===== src/rtl/prg_pkg.sv =====
package prg_pkg;
  localparam int RATE_W = 4;
  localparam int DV_W   = 3;
  localparam int EXP_W  = 5;
  localparam int CNT_W  = (1 << RATE_W) - 2;
  localparam logic [DV_W-1:0] DV_RUN = 3'b010;
  localparam logic [EXP_W-1:0] EXP_CODE1 = 5'd7;
  localparam logic [EXP_W-1:0] EXP_CODE2 = 5'd8;
endpackage


===== src/rtl/prg_rate_decode.sv =====
module prg_rate_decode
  import prg_pkg::*;
(
  input  logic [RATE_W-1:0] rate_i,
  output logic [CNT_W-1:0]  period_m1_o,
  output logic [CNT_W-1:0]  half_m1_o
);
  logic [EXP_W-1:0] exp_v;
  logic [CNT_W:0]   span;

  always_comb begin
    unique case (rate_i)
      RATE_W'(0): exp_v = '0;
      RATE_W'(1): exp_v = EXP_CODE1;
      RATE_W'(2): exp_v = EXP_CODE2;
      default:    exp_v = EXP_W'(rate_i) - EXP_W'(1);
    endcase
    span        = ({{CNT_W{1'b0}}, 1'b1} << exp_v) - 1'b1;
    period_m1_o = span[CNT_W-1:0];
    half_m1_o   = period_m1_o >> 1;
  end
endmodule


===== src/rtl/prg_divider.sv =====
module prg_divider
  import prg_pkg::*;
(
  input  logic              clk_i,
  input  logic              rst_ni,
  input  logic              tick_i,
  input  logic              run_i,
  input  logic [RATE_W-1:0] rate_i,
  input  logic [CNT_W-1:0]  period_m1_i,
  input  logic [CNT_W-1:0]  half_m1_i,
  output logic              per_evt_o,
  output logic              half_evt_o,
  output logic              restart_o
);
  logic [RATE_W-1:0] rate_q;
  logic [CNT_W-1:0]  cnt_q, cnt_d;
  logic              cnt_en, wrap, active;

  always_comb begin
    restart_o  = (rate_i != rate_q);
    active     = run_i & ~restart_o & tick_i;
    wrap       = (cnt_q == period_m1_i);
    per_evt_o  = active & wrap;
    half_evt_o = active & ((cnt_q & half_m1_i) == half_m1_i);
    cnt_en     = restart_o | ~run_i | tick_i;
    if (restart_o || !run_i) cnt_d = '0;
    else if (wrap)           cnt_d = '0;
    else                     cnt_d = cnt_q + 1'b1;
  end

  always_ff @(posedge clk_i or negedge rst_ni) begin
    if (!rst_ni) begin
      rate_q <= '0;
      cnt_q  <= '0;
    end else begin
      rate_q <= rate_i;
      if (cnt_en) cnt_q <= cnt_d;
    end
  end

  a_r8_restart_clears: assert property (@(posedge clk_i) disable iff (!rst_ni)
    (rate_i != rate_q) |=> (cnt_q == '0));
  a_r4_hold_zero: assert property (@(posedge clk_i) disable iff (!rst_ni)
    !run_i |=> (cnt_q == '0));
  a_r1_in_range: assert property (@(posedge clk_i) disable iff (!rst_ni)
    (run_i && rate_i == rate_q) |-> (cnt_q <= period_m1_i));
  a_r3_no_event_idle: assert property (@(posedge clk_i) disable iff (!rst_ni)
    (rate_i == '0) |-> !per_evt_o);
endmodule


===== src/rtl/prg_outputs.sv =====
module prg_outputs (
  input  logic clk_i,
  input  logic rst_ni,
  input  logic per_evt_i,
  input  logic half_evt_i,
  input  logic restart_i,
  input  logic clr_i,
  input  logic pie_i,
  input  logic sqwe_i,
  input  logic rate_nz_i,
  output logic flag_o,
  output logic irq_o,
  output logic sqw_o
);
  logic flag_q, flag_d, sq_q, sq_d, sq_en;

  always_comb begin
    flag_d = per_evt_i | (flag_q & ~clr_i);
    sq_en  = restart_i | half_evt_i;
    sq_d   = restart_i ? 1'b0 : ~sq_q;
    flag_o = flag_q;
    irq_o  = flag_q & pie_i;
    sqw_o  = sq_q & sqwe_i & rate_nz_i;
  end

  always_ff @(posedge clk_i or negedge rst_ni) begin
    if (!rst_ni) begin
      flag_q <= 1'b0;
      sq_q   <= 1'b0;
    end else begin
      flag_q <= flag_d;
      if (sq_en) sq_q <= sq_d;
    end
  end

  a_r5_sticky: assert property (@(posedge clk_i) disable iff (!rst_ni)
    (flag_q && !clr_i) |=> flag_q);
  a_r5_set_wins: assert property (@(posedge clk_i) disable iff (!rst_ni)
    per_evt_i |=> flag_q);
  a_r7_sq_stable: assert property (@(posedge clk_i) disable iff (!rst_ni)
    (!half_evt_i && !restart_i) |=> $stable(sq_q));
  a_r8_sq_reset: assert property (@(posedge clk_i) disable iff (!rst_ni)
    restart_i |=> !sq_q);
endmodule


===== src/rtl/periodic_rate_gen.sv =====
module periodic_rate_gen
  import prg_pkg::*;
(
  input  logic              clk,
  input  logic              rst_n,
  input  logic              tick,
  input  logic [RATE_W-1:0] rate_sel,
  input  logic [DV_W-1:0]   div_ctl,
  input  logic              pie_en,
  input  logic              sqw_en,
  input  logic              flag_clr,
  output logic              per_flag,
  output logic              irq,
  output logic              sqw
);
  logic [1:0]       rst_sync;
  logic             rst_int_n, run, rate_nz;
  logic [CNT_W-1:0] period_m1, half_m1;
  logic             per_evt, half_evt, restart;

  always_ff @(posedge clk or negedge rst_n) begin
    if (!rst_n) rst_sync <= 2'b00;
    else        rst_sync <= {rst_sync[0], 1'b1};
  end
  assign rst_int_n = rst_sync[1];

  assign rate_nz = (rate_sel != '0);
  assign run     = (div_ctl == DV_RUN) & rate_nz;

  prg_rate_decode u_dec (
    .rate_i(rate_sel), .period_m1_o(period_m1), .half_m1_o(half_m1)
  );

  prg_divider u_div (
    .clk_i(clk), .rst_ni(rst_int_n), .tick_i(tick), .run_i(run),
    .rate_i(rate_sel), .period_m1_i(period_m1), .half_m1_i(half_m1),
    .per_evt_o(per_evt), .half_evt_o(half_evt), .restart_o(restart)
  );

  prg_outputs u_out (
    .clk_i(clk), .rst_ni(rst_int_n), .per_evt_i(per_evt),
    .half_evt_i(half_evt), .restart_i(restart), .clr_i(flag_clr),
    .pie_i(pie_en), .sqwe_i(sqw_en), .rate_nz_i(rate_nz),
    .flag_o(per_flag), .irq_o(irq), .sqw_o(sqw)
  );

  a_r4_no_event_stopped: assert property (@(posedge clk) disable iff (!rst_int_n)
    (div_ctl != DV_RUN) |-> !per_evt);
  a_r6_irq_gate: assert property (@(posedge clk) disable iff (!rst_int_n)
    !pie_en |-> !irq);
  a_r7_sqw_gate: assert property (@(posedge clk) disable iff (!rst_int_n)
    !sqw_en |-> !sqw);
endmodule


===== config.mk =====
export PLATFORM = sky130hd
export DESIGN_NAME = periodic_rate_gen
export DESIGN_NICKNAME = d
export VERILOG_FILES = /design/src/rtl/prg_pkg.sv /design/src/rtl/prg_rate_decode.sv /design/src/rtl/prg_divider.sv /design/src/rtl/prg_outputs.sv /design/src/rtl/periodic_rate_gen.sv
export SDC_FILE = /design/constraint.sdc
export NUM_CORES = 1
export LEC_CHECK = 0
export BUFFER_PORTS_ARGS = -buffer_cell sky130_fd_sc_hd__buf_2
export CORE_UTILIZATION = 60
export DETAILED_ROUTE_END_ITERATION = 7
export PLACE_DENSITY = 0.88
export SLEW_MARGIN = 5
export SYNTH_ARGS = -nofsm -noshare
export SYNTH_HDL_FRONTEND = slang
export SYNTH_SLANG_ARGS = --single-unit

===== constraint.sdc =====
create_clock -name clk -period 1.1 [get_ports clk]
set_input_delay 0.055 -clock clk [delete_from_list [all_inputs] [get_ports clk]]
set_output_delay 0.055 -clock clk [all_outputs]
set_load 0.02 [all_outputs]

==> metrics, run 1 <==
starting density of the core 0.646; HPWL after DPL 8340 um; top post-synthesis cells by area dfrtp_1 22%, nand2_1 5.7%, xnor2_1 3.9%, nor2_1 3.8%, ha_1 3.6%; share of the synthesized area in the top cell type 0.224; EDFF count, synth 0; Post-Syn Instances 302; Die Y 65.9 um; Syn Area/Cell 8.12 um^2; sequential-to-total area share from yosys stat 0.224; YS warnings 0; #FFs+latches synth 22; Post-Syn Area 2450 um^2; Post-synth top flop dfrtp_1; run status did not finish; Cell Rows 22; net count after synthesis 322; stop err [ERROR DPL-0038] Utilization greater than 100%, impossible to legalize; clock sink count 22; cts repair resizes 60; Netlist cell types 72; placed cell count 447; Top Ports 16; setup bufs post-CTS 6; IO buf count 15; Post-DP Area 3390 um^2; GP Congestion 0.989; Yosys top cell by area dfrtp_1; clk buf depth 2; fraction of registers with async set/reset 1.00; TritonCTS Buffers 3; Clock Tree Root clkbuf_8; die width 65.9 um; Stop stage clock tree synthesis (4_1_cts); CTS Hold Buffers Added 1; H-tree levels 1; Commonest cells post-synth 37 x nand2_1, 25 x nor2_1, 22 x dfrtp_1; count leader, synth nand2_1
==> stage by stage <==
stage	hold WS, ns	setup slack (ns)	TNS [ns]
detailed placement	-0.156	-2.51	-38.38
global placement	-0.159	-2.14	-33.35
floorplan	-0.241	-1.96	-30.64
==> kinds of logic after synthesis <==
family / share of synthesized area
fa+ha+maj: 0.0357
simple gates: 0.254
compound gates: 0.328
mux: 0.0219
buf+inv: 0.0592
flops: 0.224
xor+xnor: 0.0744
other cells: 0.00153
==> run 2, diff against run 1 <==
CORE_UTILIZATION = 40   (was 60)
PLACE_DENSITY = default   (was 0.88)
PLACE_DENSITY_LB_ADDON = 0.15   (was default)
==> run 2 against run 1 <==
  * The flow now finishes, with violations (setup timing)
  * Area after synthesis stayed put
  * Synthesized cell count stayed put
==> metrics, run 2 <==
run status finished with violations; failing checks setup timing; Hold/Removal Path Class in2async; Clock Pin Slew Worst Setup and Hold Paths 0.08 ns; initial antenna violation count 0; Yosys top cell by area dfrtp_1; Worst Reg2Reg Path Length in Cells 9; largest net degree at the start of global routing 17; Final Core Density 0.689; Net count, final 438; GP Congestion 0.905; H-tree levels 1; die width 80.3 um; sequential-to-total area share from yosys stat 0.224; minimum clock period 3.06 ns; routed len/inst 18.0 um; Final ANT Viol Nets 0; drt via density 5.97; #FFs+latches synth 22; share of post-route cells with drive strength above 1 0.516; Pwr Density 671 nW/um^2; Post-synth top flop dfrtp_1; iteration-0 DRC count of the detailed router 190; Netlist cell types 72; count leader, synth nand2_1; Final period util 2.78; IO buf count 15; worst reg2reg setup slack -1.68 ns; RSZ-0062 raised after global routing true; worst slew pin tran 0.545 ns; core footprint 5920 um^2; final wirelength 8860 um; global-route wire length before repair 13800 um; biggest regs u_div.cnt_q x14, u_div.rate_q x4, rst_sync x2; clk buf depth 2; share of the synthesized area in the top cell type 0.224; Post-Syn Area 2450 um^2; MaxCap Viol Count 0; starting density of the core 0.414; total negative slack for setup checks -30.02 ns; crit path max fanout 6; DRC viols 0; worst r2r dst u_out.sq_q; FILL cells 432; Post-Syn Instances 302; antenna diode count 0; EDFF count, synth 0; most common cell after layout, fill and taps aside buf_4; aggregate global routing overflow 0; R2R Path Start u_div.rate_q[2]; Slew Limit Fails 0; top post-synthesis cells by area dfrtp_1 22%, nand2_1 5.7%, xnor2_1 3.9%, nor2_1 3.8%, ha_1 3.6%; Top Ports 16; Total GRT Usage 0.280; CP required 1.23 ns; Crit Path Category in2reg; net count after synthesis 322; clock sink count 22; Cell Rows 28; fraction of registers with async set/reset 1.00; max reg flops 14; CTS tree done; Syn Area/Cell 8.12 um^2; TritonCTS Buffers 3; Pre-antenna DRT Iters 5; CP max stage delay 0.58 ns; Worst setup EP type flop; Final Hold Violating Endpoints 0; Static Leak 0.00162 uW; Clock Latency Late Sink 0.27 ns; vias in the first global route 2819; final worst-path setup slack -1.96 ns; YS warnings 0; Clock Tree Root clkbuf_8; critical path launch point type input pin; Die Y 80.3 um; Crit path arrival time 3.19 ns; die footprint 6450 um^2; Final Setup Violations 17; HPWL after DPL 6150 um; Commonest cells post-synth 37 x nand2_1, 25 x nor2_1, 22 x dfrtp_1; P&R area growth vs syn 66.2%; skew final 0.00637 ns; Max VDD drop 0.000666 V; Reg with most FFs u_div.cnt_q; CP max stage cell or4b_4; FMAX 327 MHz; most frequent cells in the layout 102 x buf_4, 35 x nand2_1, 22 x dfrtp_1; relative slew slack 0.634; Vias 2936; crit-path cells buf_8, clkinvlp_4, ha_4, buf_4, nor3b_2, a211o_1, nor2_4, nand2_2, ha_4, buf_6, xnor3_1, nand2_1, or4b_4, buf_6, o311ai_4, o211ai_1
[run 2: cell counts after synthesis]
Identical to the previous run, type by type.
[run 2: how the worst max path moves through the flow]
stage	depth (start not counted)	slack, ns	end	startpoint
finish	16	-1.96	u_div.cnt_q[10]	rate_sel[1]
global route	18	-2.03	u_div.cnt_q[13]	rate_sel[1]
CTS	18	-1.87	u_div.cnt_q[10]	rate_sel[1]
detailed placement	15	-2.30	u_div.cnt_q[9]	rate_sel[1]
global placement	15	-2.26	u_div.cnt_q[2]	rate_sel[1]
floorplan	18	-1.96	u_div.cnt_q[10]	rate_sel[0]
[run 2: where the power goes]
part           leakage [uW]  internal [uW]  total (uW)  switching [uW]
Combinational       0.00130            651        1330             680
Clock             0.0000288            319         577             258
Sequential         0.000294            819         828            8.41
Total               0.00162           1790        2740             946
[run 2: cell families (layout without fill, tap and decap cells)]
logic type | after synthesis | count (layout) | synth area share
flip-flops | 22 | 22 | 0.224
adder cells (fa/ha/maj) | 7 | 7 | 0.0357
buffers and inverters | 31 | 146 | 0.0592
XOR/XNOR | 16 | 16 | 0.0744
AO/OA/AOI/OAI | 99 | 99 | 0.328
other | 1 | 1 | 0.00153
AND/OR/NAND/NOR | 121 | 121 | 0.254
multiplexers | 5 | 5 | 0.0219
[run 2: cell type report]
class / instances / area, um^2 / area share
Clock buffer: 4 / 55.1 / 0.0135
Timing Repair Buffer: 132 / 1040 / 0.255
Inverter: 10 / 51.3 / 0.0126
Sequential cell: 22 / 551 / 0.135
Tap cell: 75 / 93.8 / 0.0230
Multi-Input combinational cell: 249 / 2290 / 0.561
[run 2: through the flow]
step | instances | area (um^2) | power (uW) | setup WS (ns) | hold slack [ns]
6_report | 492 | 4080 | 2740 | -1.96 | 0.0907
5_1_grt | 492 | 4080 | 2870 | -2.03 | 0.0907
4_1_cts | 488 | 3810 | 2590 | -1.87 | 0.0840
2_1_floorplan | 302 | 2630 | 1490 | -1.96 | -0.241
3_3_place_gp | 470 | 3420 | 1890 | -2.26 | -0.161
3_5_place_dp | 470 | 3420 | 1900 | -2.30 | -0.159
[run 2: critical path: cells and delay by family]
| family | cells | cell delay (ns) |
|---|---|---|
| AO/OA/AOI/OAI | 3 | 0.72 |
| XOR/XNOR | 1 | 0.35 |
| adder cells (fa/ha/maj) | 2 | 0.41 |
| buffers and inverters | 5 | 0.62 |
| AND/OR/NAND/NOR | 5 | 1.02 |
[run 2: repair_timing]
action                                  in CTS  in global routing
setup buffers                               11                  6
hold buffers                                 1                  0
cloned                                       2                  0
pin swaps                                   27                 28
endpoints found under the setup margin      17                 17
gates resized for setup                     41                 46
endpoints found under the hold margin        2                  0
[run 2: layer usage]
layer  wire length, um  global-route usage  part of all wire  vias up
met2              4430               0.477              0.50       96
li1                  -                   -                 -     1363
met3               356              0.0205             0.040       23
met1              3870               0.369              0.44     1454
met5                 0                   0                 0        -
met4               212               0.104             0.024        0
Note: power is estimated with default switching activity, not from simulation.
==> run 3, diff against run 2 <==
PLACE_DENSITY = 0.6   (was default)
PLACE_DENSITY_LB_ADDON = default   (was 0.15)
==> run 3 against run 2 <==
  * The run still ends with setup timing left
  * Sequential cell count unchanged
  * Clock power decreased by 16%
  * Final cell count increased by 1.8%
  * Combinational power increased by 6%
  * Sequential share of layout area decreased by 0.16 points
  * Final area increased by 1.2%
  * Setup slack got worse by 0.075 ns
  * Sequential power decreased by 0.5%
  * Via count increased by 2.1%
  * Largest power group unchanged
==> metrics, run 3 (same netlist as run 2, synthesis figures left out) <==
CTS tree done; Finished Cell Area 4130 um^2; crit path max fanout 8; aggregate global routing overflow 0; Slew Limit Fails 0; die footprint 6450 um^2; Top Ports 16; Crit path arrival time 3.27 ns; worst slew pin tran 0.540 ns; Die Y 80.3 um; Static Leak 0.00169 uW; Cell Rows 28; Crit Path Category in2reg; skew final 0.0132 ns; multi-input logic area 2260 um^2; IO buf count 15; H-tree levels 1; iteration-0 DRC count of the detailed router 226; HPWL after DPL 6000 um; Pre-antenna DRT Iters 5; DRC viols 0; FMAX 319 MHz; failing checks setup timing; Final period util 2.85; critical path launch point type input pin; Vias 2999; Clock Tree Root clkbuf_8; Hold/Removal Path Class in2reg; clk buf depth 2; Reg with most FFs u_div.cnt_q; placed cell count 475; final worst-path setup slack -2.04 ns; RSZ-0062 raised after global routing true; relative slew slack 0.637; run status finished with violations; die width 80.3 um; global-route wire length before repair 13600 um; GP Congestion 0.903; Final Hold Violating Endpoints 0; CP required 1.23 ns; Final ANT Viol Nets 0; final wirelength 9120 um; Pwr Density 660 nW/um^2; Final Setup Violations 16; minimum clock period 3.14 ns; most frequent cells in the layout 114 x buf_4, 34 x nand2_1, 22 x dfrtp_1; max reg flops 14; Power Total 2720 uW; Clock Pin Slew Worst Setup and Hold Paths 0.08 ns; drt via density 5.99; Final Hold Slack 0.106 ns; core footprint 5920 um^2; largest net degree at the start of global routing 21; Worst setup EP type flop; register area 551 um^2; share of post-route cells with drive strength above 1 0.531; P&R area growth vs syn 68.2%; Net count, final 448; biggest regs u_div.cnt_q x14, u_div.rate_q x4, rst_sync x2; Max VDD drop 0.000725 V; Total GRT Usage 0.275; Post-DP Area 3460 um^2; starting density of the core 0.414; Final Core Density 0.697; Clock Latency Late Sink 0.26 ns; clock sink count 22; initial antenna violation count 0; MaxCap Viol Count 0; vias in the first global route 2852; TritonCTS Buffers 3; FILL cells 415; routed len/inst 18.2 um; most common cell after layout, fill and taps aside buf_4; final cell count without fillers 501; antenna diode count 0
[run 3: cell count changes in the layout (fill, tap and decap cells not counted), sizes merged]
cell,delta
buf,+9
[run 3: path summary, 6_finish.rpt]
path	start	cells past startpoint	slack [ns]	endpoint
worst max register to register	u_div.rate_q[2]	9	-1.59	u_out.sq_q
worst min-delay path	flag_clr	3	0.11	u_out.flag_o
min in group asynchronous	rst_n	2	0.12	rst_sync[1]
worst max-delay path	rate_sel[1]	19	-2.04	u_div.cnt_q[11]
max in group asynchronous	rst_sync[1]	1	0.68	u_div.cnt_q[2]
worst min register to register	rst_sync[1]	1	0.20	u_div.cnt_q[4]
[run 3: where the power goes]
part,switching [uW],internal [uW],total [uW]
clock,241,244,485
sequential,4.42,820,824
combinational,714,699,1410
[run 3: repair_timing]
item	in CTS	in global routing
setup endpoints to repair	16	17
hold buffers	1	0
endpoints found under the hold margin	2	0
pin swaps	24	35
gates resized for setup	57	35
buffers inserted	12	10
cloned	1	0
[run 3: layout make-up]
cell class,instances,area share
Tap cell,75,0.0227
Clock buffer,3,0.0100
Inverter,10,0.0130
Timing Repair Buffer,142,0.273
Multi-Input combinational cell,249,0.548
Sequential cell,22,0.133
[run 3: per-stage QoR]
step | TNS [ns] | setup slack, ns
floorplan | -30.64 | -1.96
global placement | -33.40 | -2.16
detailed placement | -34.14 | -2.25
CTS | -28.81 | -1.86
global route | -32.11 | -2.12
finish | -30.53 | -2.04
[run 3: layer usage]
layer / vias to the layer above / track usage / part of all wire
li1: 1390 / - / -
met1: 1467 / 0.364 / 0.44
met2: 112 / 0.454 / 0.49
met3: 30 / 0.0273 / 0.045
met4: 0 / 0.113 / 0.029
met5: - / 0 / 0
[run 3: critical path: stages]
cell and delay (ns):
buf_8 0.08, clkinvlp_4 0.13, buf_6 0.15, ha_4 0.17, nor2b_4 0.13, a211o_1 0.34, nor2_4 0.14, nand2_2 0.08
ha_4 0.20, buf_6 0.12, buf_6 0.11, nand2_4 0.07, o21ai_4 0.07, buf_4 0.14, nor3_1 0.32, o221ai_4 0.27
buf_12 0.23, o311ai_2 0.31, nand3_1 0.15
==> run 4, diff against run 3 <==
==> constraint.sdc (replaced) <==
create_clock -name clk -period 3.7 [get_ports clk]
set_input_delay 0.74 -clock clk [delete_from_list [all_inputs] [get_ports clk]]
set_output_delay 0.74 -clock clk [all_outputs]
set_load 0.02 [all_outputs]
==> run 4 against run 3 <==
  * The run ends with DRC left
  * Largest cell class unchanged
  * Highest routed layer unchanged
  * Largest power group unchanged
  * Utilization fell by 9.8 points
  * Final cell count fell by 9.2%
  * Register-to-register slack improved by 2.4 ns
==> metrics, run 4 (same netlist as run 2, synthesis figures left out) <==
final wirelength 7720 um; DRC viols 1; Clock Latency Late Sink 0.26 ns; FMAX 271 MHz; CP max stage delay 0.48 ns; HPWL after DPL 5730 um; Worst setup EP type flop; Crit path arrival time 3.83 ns; total negative slack for setup checks 0 ns; aggregate global routing overflow 0; GP Congestion 0.903; share of post-route cells with drive strength above 1 0.416; CTS Hold Buffers Added 0; Die Y 80.3 um; CP max stage cell a311o_2; worst reg2reg setup slack 0.76 ns; CP required 3.84 ns; die footprint 6450 um^2; starting density of the core 0.414; Slew Limit Fails 0; vias in the first global route 2551; Crit Path Category in2reg; TritonCTS Buffers 3; RSZ-0062 raised after global routing true; IO buf count 15; relative slew slack 0.460; Net count, final 401; CTS tree done; crit-path cells buf_8, clkinvlp_4, ha_4, buf_6, nor4_4, a211oi_4, nand2_4, ha_4, nand3_1, a31o_2, mux2_4, a21oi_2, a311oi_2, a311o_2, o31ai_4, buf_6, o211ai_1; iteration-0 DRC count of the detailed router 205; H-tree levels 1; die width 80.3 um; Max VDD drop 0.000166 V; most frequent cells in the layout 73 x buf_4, 35 x nand2_1, 22 x nor2_1, 22 x dfrtp_1, 14 x buf_2; Hold/Removal Path Class in2async; Clock Tree Root clkbuf_8; P&R area growth vs syn 44.6%; FILL cells 514; initial antenna violation count 0; global-route wire length before repair 12200 um; Cell Rows 28; core footprint 5920 um^2; Final Hold Slack 0.258 ns; max reg flops 14; critical path launch point type input pin; Top Ports 16; minimum clock period 3.69 ns; Vias 2696; biggest regs u_div.cnt_q x14, u_div.rate_q x4, rst_sync x2; antenna diode count 0; Static Leak 0.00139 uW; Final period util 0.997; Final ANT Viol Nets 0; Final Setup Violations 0; drt via density 5.93; worst slew pin tran 0.810 ns; skew final 0.0154 ns; routed len/inst 17.0 um; Pwr Density 215 nW/um^2; Pre-antenna DRT Iters 6; clk buf depth 2; clock sink count 22; Total GRT Usage 0.244; failing checks DRC; Clock Pin Slew Worst Setup and Hold Paths 0.09 ns; most common cell after layout, fill and taps aside buf_4; largest net degree at the start of global routing 21; MaxCap Viol Count 0; crit path max fanout 8; Final Hold Violating Endpoints 0; run status finished with violations; Reg with most FFs u_div.cnt_q
==> run 4: changes by cell type in the layout (fill, tap and decap cells not counted), moves of 2 or more <==
cell	delta
a21oi_1	+2
o2111ai_1	+2
buf_4	-41
a2111oi_4	-2
o2111ai_2	-2
buf_12	-2
a21boi_0	+2
a2111oi_0	+2
a21oi_2	-2
buf_6	-3
o21ai_4	-2
buf_2	+2
nor3_1	+2
==> run 4: per-layer routing <==
metal,wire [um],track usage,part of all wire,up-vias
met4,120,0.0589,0.016,0
met5,0,0,0,-
met3,370,0.0159,0.048,14
li1,-,-,-,1290
met1,3620,0.345,0.47,1313
met2,3610,0.403,0.47,79
==> run 4: worst max-delay path, delay by kind of cell <==
kind | cells | cell delay [ns]
buffers and inverters | 4 | 0.49
adders and majority gates | 2 | 0.39
AOI/OAI and AO/OA | 7 | 1.40
and+or+nand+nor | 3 | 0.52
muxes | 1 | 0.28
==> run 4: what timing repair did <==
| action | CTS | global route |
|---|---|---|
| setup endpoints to repair | 8 | 15 |
| gates resized for setup | 2 | 39 |
| cloned | 0 | 0 |
| pin swaps | 2 | 30 |
| setup buffers | 2 | 6 |
==> run 4: layout make-up <==
type	count	area [um^2]	share of cell area
multi-input combinational	249	2080	0.586
clock buffer	4	55.1	0.0155
tap	75	93.8	0.0265
inverter	10	48.8	0.0138
sequential	22	551	0.155
timing repair buffer	95	721	0.203
==> run 4: worst paths after layout <==
kind	start	to	cells past startpoint
max in group asynchronous	rst_sync[1]	u_div.cnt_q[2]	0
max reg2reg	u_div.rate_q[2]	u_out.sq_q	9
max	rate_sel[1]	u_div.cnt_q[6]	17
min reg2reg	rst_sync[1]	u_div.cnt_q[4]	0
min in group clk	rst_sync[0]	rst_sync[1]	0
min	rst_n	rst_sync[1]	1
==> run 4: through the flow <==
step	util	setup WS (ns)	area, um^2	total power, uW	std cells
2_1_floorplan	-	-0.0407	2630	442	302
3_3_place_gp	0.542	-0.228	3210	560	444
3_5_place_dp	0.542	-0.370	3210	563	444
4_1_cts	0.556	0.0155	3290	738	450
5_1_grt	0.599	-0.104	3550	798	455
6_report	0.599	0.00961	3550	762	455
==> run 4: power breakdown <==
group	switching, uW	leakage, uW	total, uW	internal [uW]
logic	174	0.00107	344	170
registers	5.35	0.000294	249	244
clock network	74.8	0.0000288	170	94.7
total	254	0.00139	762	508
